**config.mk**
```make
export PLATFORM = sky130hd
export DESIGN_NAME = pic_cmd_seq
export DESIGN_NICKNAME = d
export VERILOG_FILES = /design/src/rtl/pic_cmd_pkg.sv /design/src/rtl/pic_cw_decode.sv /design/src/rtl/pic_rd_mux.sv /design/src/rtl/pic_cmd_seq.sv
export SDC_FILE = /design/constraint.sdc
export NUM_CORES = 1
export LEC_CHECK = 0
export CAP_MARGIN = 10
export CORE_ASPECT_RATIO = 2
export CORE_MARGIN = 2
export CORE_UTILIZATION = 41
export CTS_BUF_LIST = sky130_fd_sc_hd__clkbuf_8
export CTS_CLUSTER_DIAMETER = 50
export DETAILED_ROUTE_END_ITERATION = 10
export GPL_TIMING_DRIVEN = 0
export PLACE_DENSITY = 0.78
export SLEW_MARGIN = 0
export SYNTH_ARGS = -nofsm -noshare
export SYNTH_HDL_FRONTEND = slang
export SYNTH_HIERARCHICAL = 1
export SYNTH_SLANG_ARGS = --single-unit
export TNS_END_PERCENT = 10
```
**constraint.sdc**
```tcl
create_clock -name clk -period 1.5 [get_ports clk]
set_input_delay 0.225 -clock clk [delete_from_list [all_inputs] [get_ports clk]]
set_output_delay 0.225 -clock clk [all_outputs]
set_load 0.005 [all_outputs]
```
**src/rtl/pic_cmd_pkg.sv**
```systemverilog
package pic_cmd_pkg;

    localparam int PIC_DW    = 8;
    localparam int PIC_LVL_W = $clog2(PIC_DW);

    typedef enum logic [2:0] {
        ST_WAIT_ICW1 = 3'd0,
        ST_WAIT_ICW2 = 3'd1,
        ST_WAIT_ICW3 = 3'd2,
        ST_WAIT_ICW4 = 3'd3,
        ST_READY     = 3'd4
    } seq_state_e;

    typedef struct packed {
        seq_state_e             st;
        logic                   need_icw4;
        logic                   single;
        logic [PIC_DW-1:0]      vec;
        logic [PIC_DW-1:0]      mask;
        logic                   auto_eoi;
        logic                   x86;
        logic                   sel_isr;
        logic                   eoi_pulse;
        logic                   eoi_spec;
        logic [PIC_LVL_W-1:0]   eoi_lvl;
    } seq_regs_t;

endpackage

```
**src/rtl/pic_cw_decode.sv**
```systemverilog
module pic_cw_decode (
    input  logic       wr_en,
    input  logic       addr,
    input  logic [1:0] kind_bits,
    output logic       is_init,
    output logic       is_opw_eoi,
    output logic       is_opw_rdsel,
    output logic       is_port1
);
    always_comb begin
        is_init      = wr_en && !addr && kind_bits[1];
        is_opw_eoi   = wr_en && !addr && (kind_bits == 2'b00);
        is_opw_rdsel = wr_en && !addr && (kind_bits == 2'b01);
        is_port1     = wr_en && addr;
    end
endmodule

```
**src/rtl/pic_rd_mux.sv**
```systemverilog
module pic_rd_mux #(
    parameter int DW = 8
) (
    input  logic          rd_en,
    input  logic          addr,
    input  logic          sel_isr,
    input  logic [DW-1:0] irr,
    input  logic [DW-1:0] isr,
    input  logic [DW-1:0] mask,
    output logic [DW-1:0] rdata
);
    always_comb begin
        if (!rd_en)
            rdata = '0;
        else if (addr)
            rdata = mask;
        else if (sel_isr)
            rdata = isr;
        else
            rdata = irr;
    end
endmodule

```
**src/rtl/pic_cmd_seq.sv**
```systemverilog
module pic_cmd_seq
    import pic_cmd_pkg::*;
#(
    parameter int DW    = PIC_DW,
    parameter int LVL_W = PIC_LVL_W
) (
    input  logic             clk,
    input  logic             rst_n,
    input  logic             addr,
    input  logic             wr_en,
    input  logic             rd_en,
    input  logic [DW-1:0]    wdata,
    input  logic [DW-1:0]    irr_in,
    input  logic [DW-1:0]    isr_in,
    output logic [DW-1:0]    rdata,
    output logic [DW-1:0]    mask_out,
    output logic [DW-1:0]    vec_base,
    output logic             auto_eoi,
    output logic             x86_mode,
    output logic             ready,
    output logic             eoi_pulse,
    output logic             eoi_specific,
    output logic [LVL_W-1:0] eoi_level
);
    localparam int BIT_IC4   = 0;
    localparam int BIT_SNGL  = 1;
    localparam int BIT_EOI   = 5;
    localparam int BIT_SL    = 6;
    localparam int BIT_ROT   = 7;
    localparam int BIT_RDEN  = 1;
    localparam int BIT_RDISR = 0;

    seq_regs_t regs_d, regs_q;

    logic is_init, is_opw_eoi, is_opw_rdsel, is_port1;

    pic_cw_decode u_dec (
        .wr_en        (wr_en),
        .addr         (addr),
        .kind_bits    (wdata[4:3]),
        .is_init      (is_init),
        .is_opw_eoi   (is_opw_eoi),
        .is_opw_rdsel (is_opw_rdsel),
        .is_port1     (is_port1)
    );

    pic_rd_mux #(.DW(DW)) u_rd (
        .rd_en   (rd_en),
        .addr    (addr),
        .sel_isr (regs_q.sel_isr),
        .irr     (irr_in),
        .isr     (isr_in),
        .mask    (regs_q.mask),
        .rdata   (rdata)
    );

    always_comb begin
        regs_d           = regs_q;
        regs_d.eoi_pulse = 1'b0;
        regs_d.eoi_spec  = 1'b0;
        regs_d.eoi_lvl   = '0;
        if (is_init) begin
            regs_d.st        = ST_WAIT_ICW2;
            regs_d.need_icw4 = wdata[BIT_IC4];
            regs_d.single    = wdata[BIT_SNGL];
            regs_d.mask      = '0;
            regs_d.auto_eoi  = 1'b0;
            regs_d.x86       = 1'b0;
        end else if (is_port1) begin
            case (regs_q.st)
                ST_WAIT_ICW2: begin
                    regs_d.vec = wdata;
                    if (!regs_q.single)
                        regs_d.st = ST_WAIT_ICW3;
                    else if (regs_q.need_icw4)
                        regs_d.st = ST_WAIT_ICW4;
                    else
                        regs_d.st = ST_READY;
                end
                ST_WAIT_ICW3: begin
                    regs_d.st = regs_q.need_icw4 ? ST_WAIT_ICW4 : ST_READY;
                end
                ST_WAIT_ICW4: begin
                    regs_d.auto_eoi = wdata[1];
                    regs_d.x86      = wdata[0];
                    regs_d.st       = ST_READY;
                end
                ST_READY: begin
                    regs_d.mask = wdata;
                end
                default: ;
            endcase
        end else if (regs_q.st == ST_READY) begin
            if (is_opw_eoi && wdata[BIT_EOI] && !wdata[BIT_ROT]) begin
                regs_d.eoi_pulse = 1'b1;
                regs_d.eoi_spec  = wdata[BIT_SL];
                regs_d.eoi_lvl   = wdata[LVL_W-1:0];
            end else if (is_opw_rdsel && wdata[BIT_RDEN]) begin
                regs_d.sel_isr = wdata[BIT_RDISR];
            end
        end
    end

    always_ff @(posedge clk) begin
        if (!rst_n) begin
            regs_q <= '{st: ST_WAIT_ICW1, default: '0};
        end else begin
            regs_q <= regs_d;
        end
    end

    assign mask_out     = regs_q.mask;
    assign vec_base     = regs_q.vec;
    assign auto_eoi     = regs_q.auto_eoi;
    assign x86_mode     = regs_q.x86;
    assign ready        = (regs_q.st == ST_READY);
    assign eoi_pulse    = regs_q.eoi_pulse;
    assign eoi_specific = regs_q.eoi_spec;
    assign eoi_level    = regs_q.eoi_lvl;

endmodule

```
==> results.sh <==
export IMPL_status="finished, violations left"
export IMPL_max_cap_violations=0
export IMPL_io_pins=61
export IMPL_netlist_instances=169
export IMPL_final_max_slew_viol_count=0
export IMPL_wl_per_cell_um=14.4
export IMPL_synth_main_ff_cell="dfxtp_1"
export IMPL_clkTransAtPathRegs_ns=0.06
export IMPL_gp_congestion=0.807
export IMPL_fmax_mhz=607
export IMPL_end_kind="output pin"
export IMPL_row_count=32
export IMPL_dr_total_vias=1486
export IMPL_syn_avg_cell_area_um2=9.64
export IMPL_hold_violations=0
export IMPL_hold_class="in -> reg"
export IMPL_overflow=0
export IMPL_ys_ff_latch=29
export IMPL_cts_root_buf="clkbuf_8"
export IMPL_die_area_um2=4520
export IMPL_die_w_um=48.6
export IMPL_n_fill_cell=352
export IMPL_ir_drop_mv=0.662
export IMPL_worstSkewPairLatency_ns=0.28
export IMPL_crit_path_top_delay_cell="dfxtp_4"
export IMPL_final_setup_viol_count=8
export IMPL_synth_area_leaders="dfxtp_1, buf_4, mux2i_1, mux2_4, o211a_1"
export IMPL_antenna_found_initial=0
export IMPL_synth_top_area_share_pct=35.6
export IMPL_core_um2=3840
export IMPL_grt_pass1_wl_mm=6.87
export IMPL_grtUsageTotal_pct=19.6
export IMPL_syn_nets=198
export IMPL_dp_cells=279
export IMPL_ys_seq_area_share_pct=35.6
export IMPL_viasPerCell=5.07
export IMPL_yosysWarnings=6
export IMPL_synth_most_common_cell="dfxtp_1"
export IMPL_finalSetupTns_ns=-0.996
export IMPL_drc_errors=0
export IMPL_synth_top_cells_by_count="dfxtp_1, buf_4, a21oi_1, mux2i_1, nor2_1"
export IMPL_setup_worst_path_start_class="flip-flop"
export IMPL_powerDensity_nw_per_um2=672
export IMPL_yosys_area_top_type="dfxtp_1"
export IMPL_power_leakage_nw=1.06
export IMPL_wl_mm=4.22
export IMPL_cts_sink_count=29
export IMPL_clockBufferDepth=2
export IMPL_initial_core_util_pct=42.4
export IMPL_fin_skew_ns=0.00272
export IMPL_fin_crit_ns=1.65
export IMPL_first_iter_violations=35
export IMPL_cts_htree_levels=2
export IMPL_nets=270
export IMPL_final_setup_worst_slack_ns=-0.147
export IMPL_hpwlAfterDp_mm=3.16
export IMPL_grt_pass1_vias=1437
export IMPL_numCtsBuffers=5
export IMPL_critPathMaxFanout=6
export IMPL_synth_edff_count=0
export IMPL_antenna_left=0
export IMPL_dr_pass1_iters=4
export IMPL_relSlewSlack_pct=72.6
export IMPL_max_stage_delay_ns=0.39
export IMPL_synthesis_area_um2=1630
export IMPL_io_buffers=59
export IMPL_path_class="reg -> out"
export IMPL_cts_tree="built"
export IMPL_worst_slew_pin_slew_ns=0.410
export IMPL_die_h_um=93.1
export IMPL_crit_chain="buf_6 > mux2_4 > o211a_1 > buf_2"
export IMPL_yosysUniqueCellTypes=38
export IMPL_min_period_over_period_pct=110
export IMPL_ys_async_sr_fraction_pct=0
export IMPL_diodes=0
export IMPL_grt_max_degree=12
export IMPL_worstPathArrival_ns=1.42
export IMPL_area_growth_pct=47.2
export IMPL_final_layout_size_suffix_gt1_share_pct=29.8
export IMPL_violations="negative setup slack"
export IMPL_finalNonFillerCells=293
export IMPL_rsz0062_at_grt="yes"
export IMPL_worstPathRequired_ns=1.27
-- routing by layer --
layer	vias to the layer above	wire length, um	GRT usage (%)
met1	718	1460	17.1
met2	41	2480	40.3
met4	0	121	10.7
met3	8	158	3.67
li1	719	-	-
met5	-	0	0
-- layout make-up --
type                       count  area, um2  area share [%]
inverter                       3       11.3           0.469
multi-input combinational    107        838            35.0
buffer                        29        200            8.35
clock buffer                   5       68.8            2.87
clock inverter                 3       13.8           0.574
sequential                    29        589            24.6
tap                           51       63.8            2.66
timing repair buffer          66        613            25.6
-- cells in the final DEF, fill, tap and decap left out, types with 4 or more instances in the layout --
cell              n
clkbuf_8          5
o211a_1           8
buf_2             9
nor2_1           12
buf_4            24
nand3_1           8
o21ai_0           8
mux2_4            8
or2b_1            8
and2_1            4
mux2i_1          13
a21oi_1          13
dfxtp_2           4
clkdlybuf4s50_1  47
dfxtp_1          24
-- report_power, final --
part	leakage, nW	total (mW)	switching, mW	internal [mW]
combinational	0.771	0.216	0.0889	0.128
sequential	0.237	0.779	0.00426	0.774
clock	0.0491	0.618	0.304	0.314
-- critical path, delay by kind of cell (launching register included) --
| kind | cells | cell delay, ns |
|---|---|---|
| mux | 1 | 0.29 |
| buf+inv | 2 | 0.25 |
| compound gates | 1 | 0.20 |
| flops | 1 | 0.39 |
-- metrics by stage --
| step | power, mW | cell area [um2] | setup WS [ns] | utilization, % | hold WS (ns) |
|---|---|---|---|---|---|
| floorplan | 0.888 | 1630 | 0.102 | - | 0.347 |
| global placement | 1.02 | 2280 | -0.734 | 59.4 | 0.455 |
| detailed placement | 1.02 | 2280 | -0.735 | 59.4 | 0.467 |
| CTS | 1.63 | 2390 | -0.232 | 62.2 | 0.477 |
| global route | 1.67 | 2400 | -0.179 | 62.4 | 0.380 |
| finish | 1.61 | 2400 | -0.147 | 62.4 | 0.348 |
-- cell families (layout without fill, tap and decap cells) --
kind of cell,count (synthesis),in the layout,synth area share (%)
and+or+nand+nor,53,53,22.7
AOI/OAI and AO/OA,33,33,13.1
buffers and inverters,33,106,13.1
DFF,29,29,35.6
muxes,21,21,15.4
-- registers in the layout, indices dropped and copies added, names as in the netlist --
name	cells
auto_eoi	1
x86_mode	1
eoi_pulse	1
regs_q	6
vec_base	8
eoi_specific	1
mask_out	8
eoi_level	3
-- path summary, 6_finish.rpt --
path                                    end  slack [ns]  cells after the start   startpoint
worst max-delay path               rdata[5]       -0.15                      4    regs_q[5]
worst max register to register    regs_q[5]        0.04                      4   regs_q[27]
worst min-delay path            vec_base[4]        0.35                      3     wdata[4]
worst min register to register  vec_base[5]        0.48                      2  vec_base[5]
-- what timing repair did --
action / 4_1_cts / 5_1_grt
resized for setup: 42 / 15
pin swaps: 3 / 1
hold buffers: 0 / 0
setup endpoints to repair: 38 / 31
setup buffers: 5 / 2
Note: power is estimated with default switching activity, not from simulation.
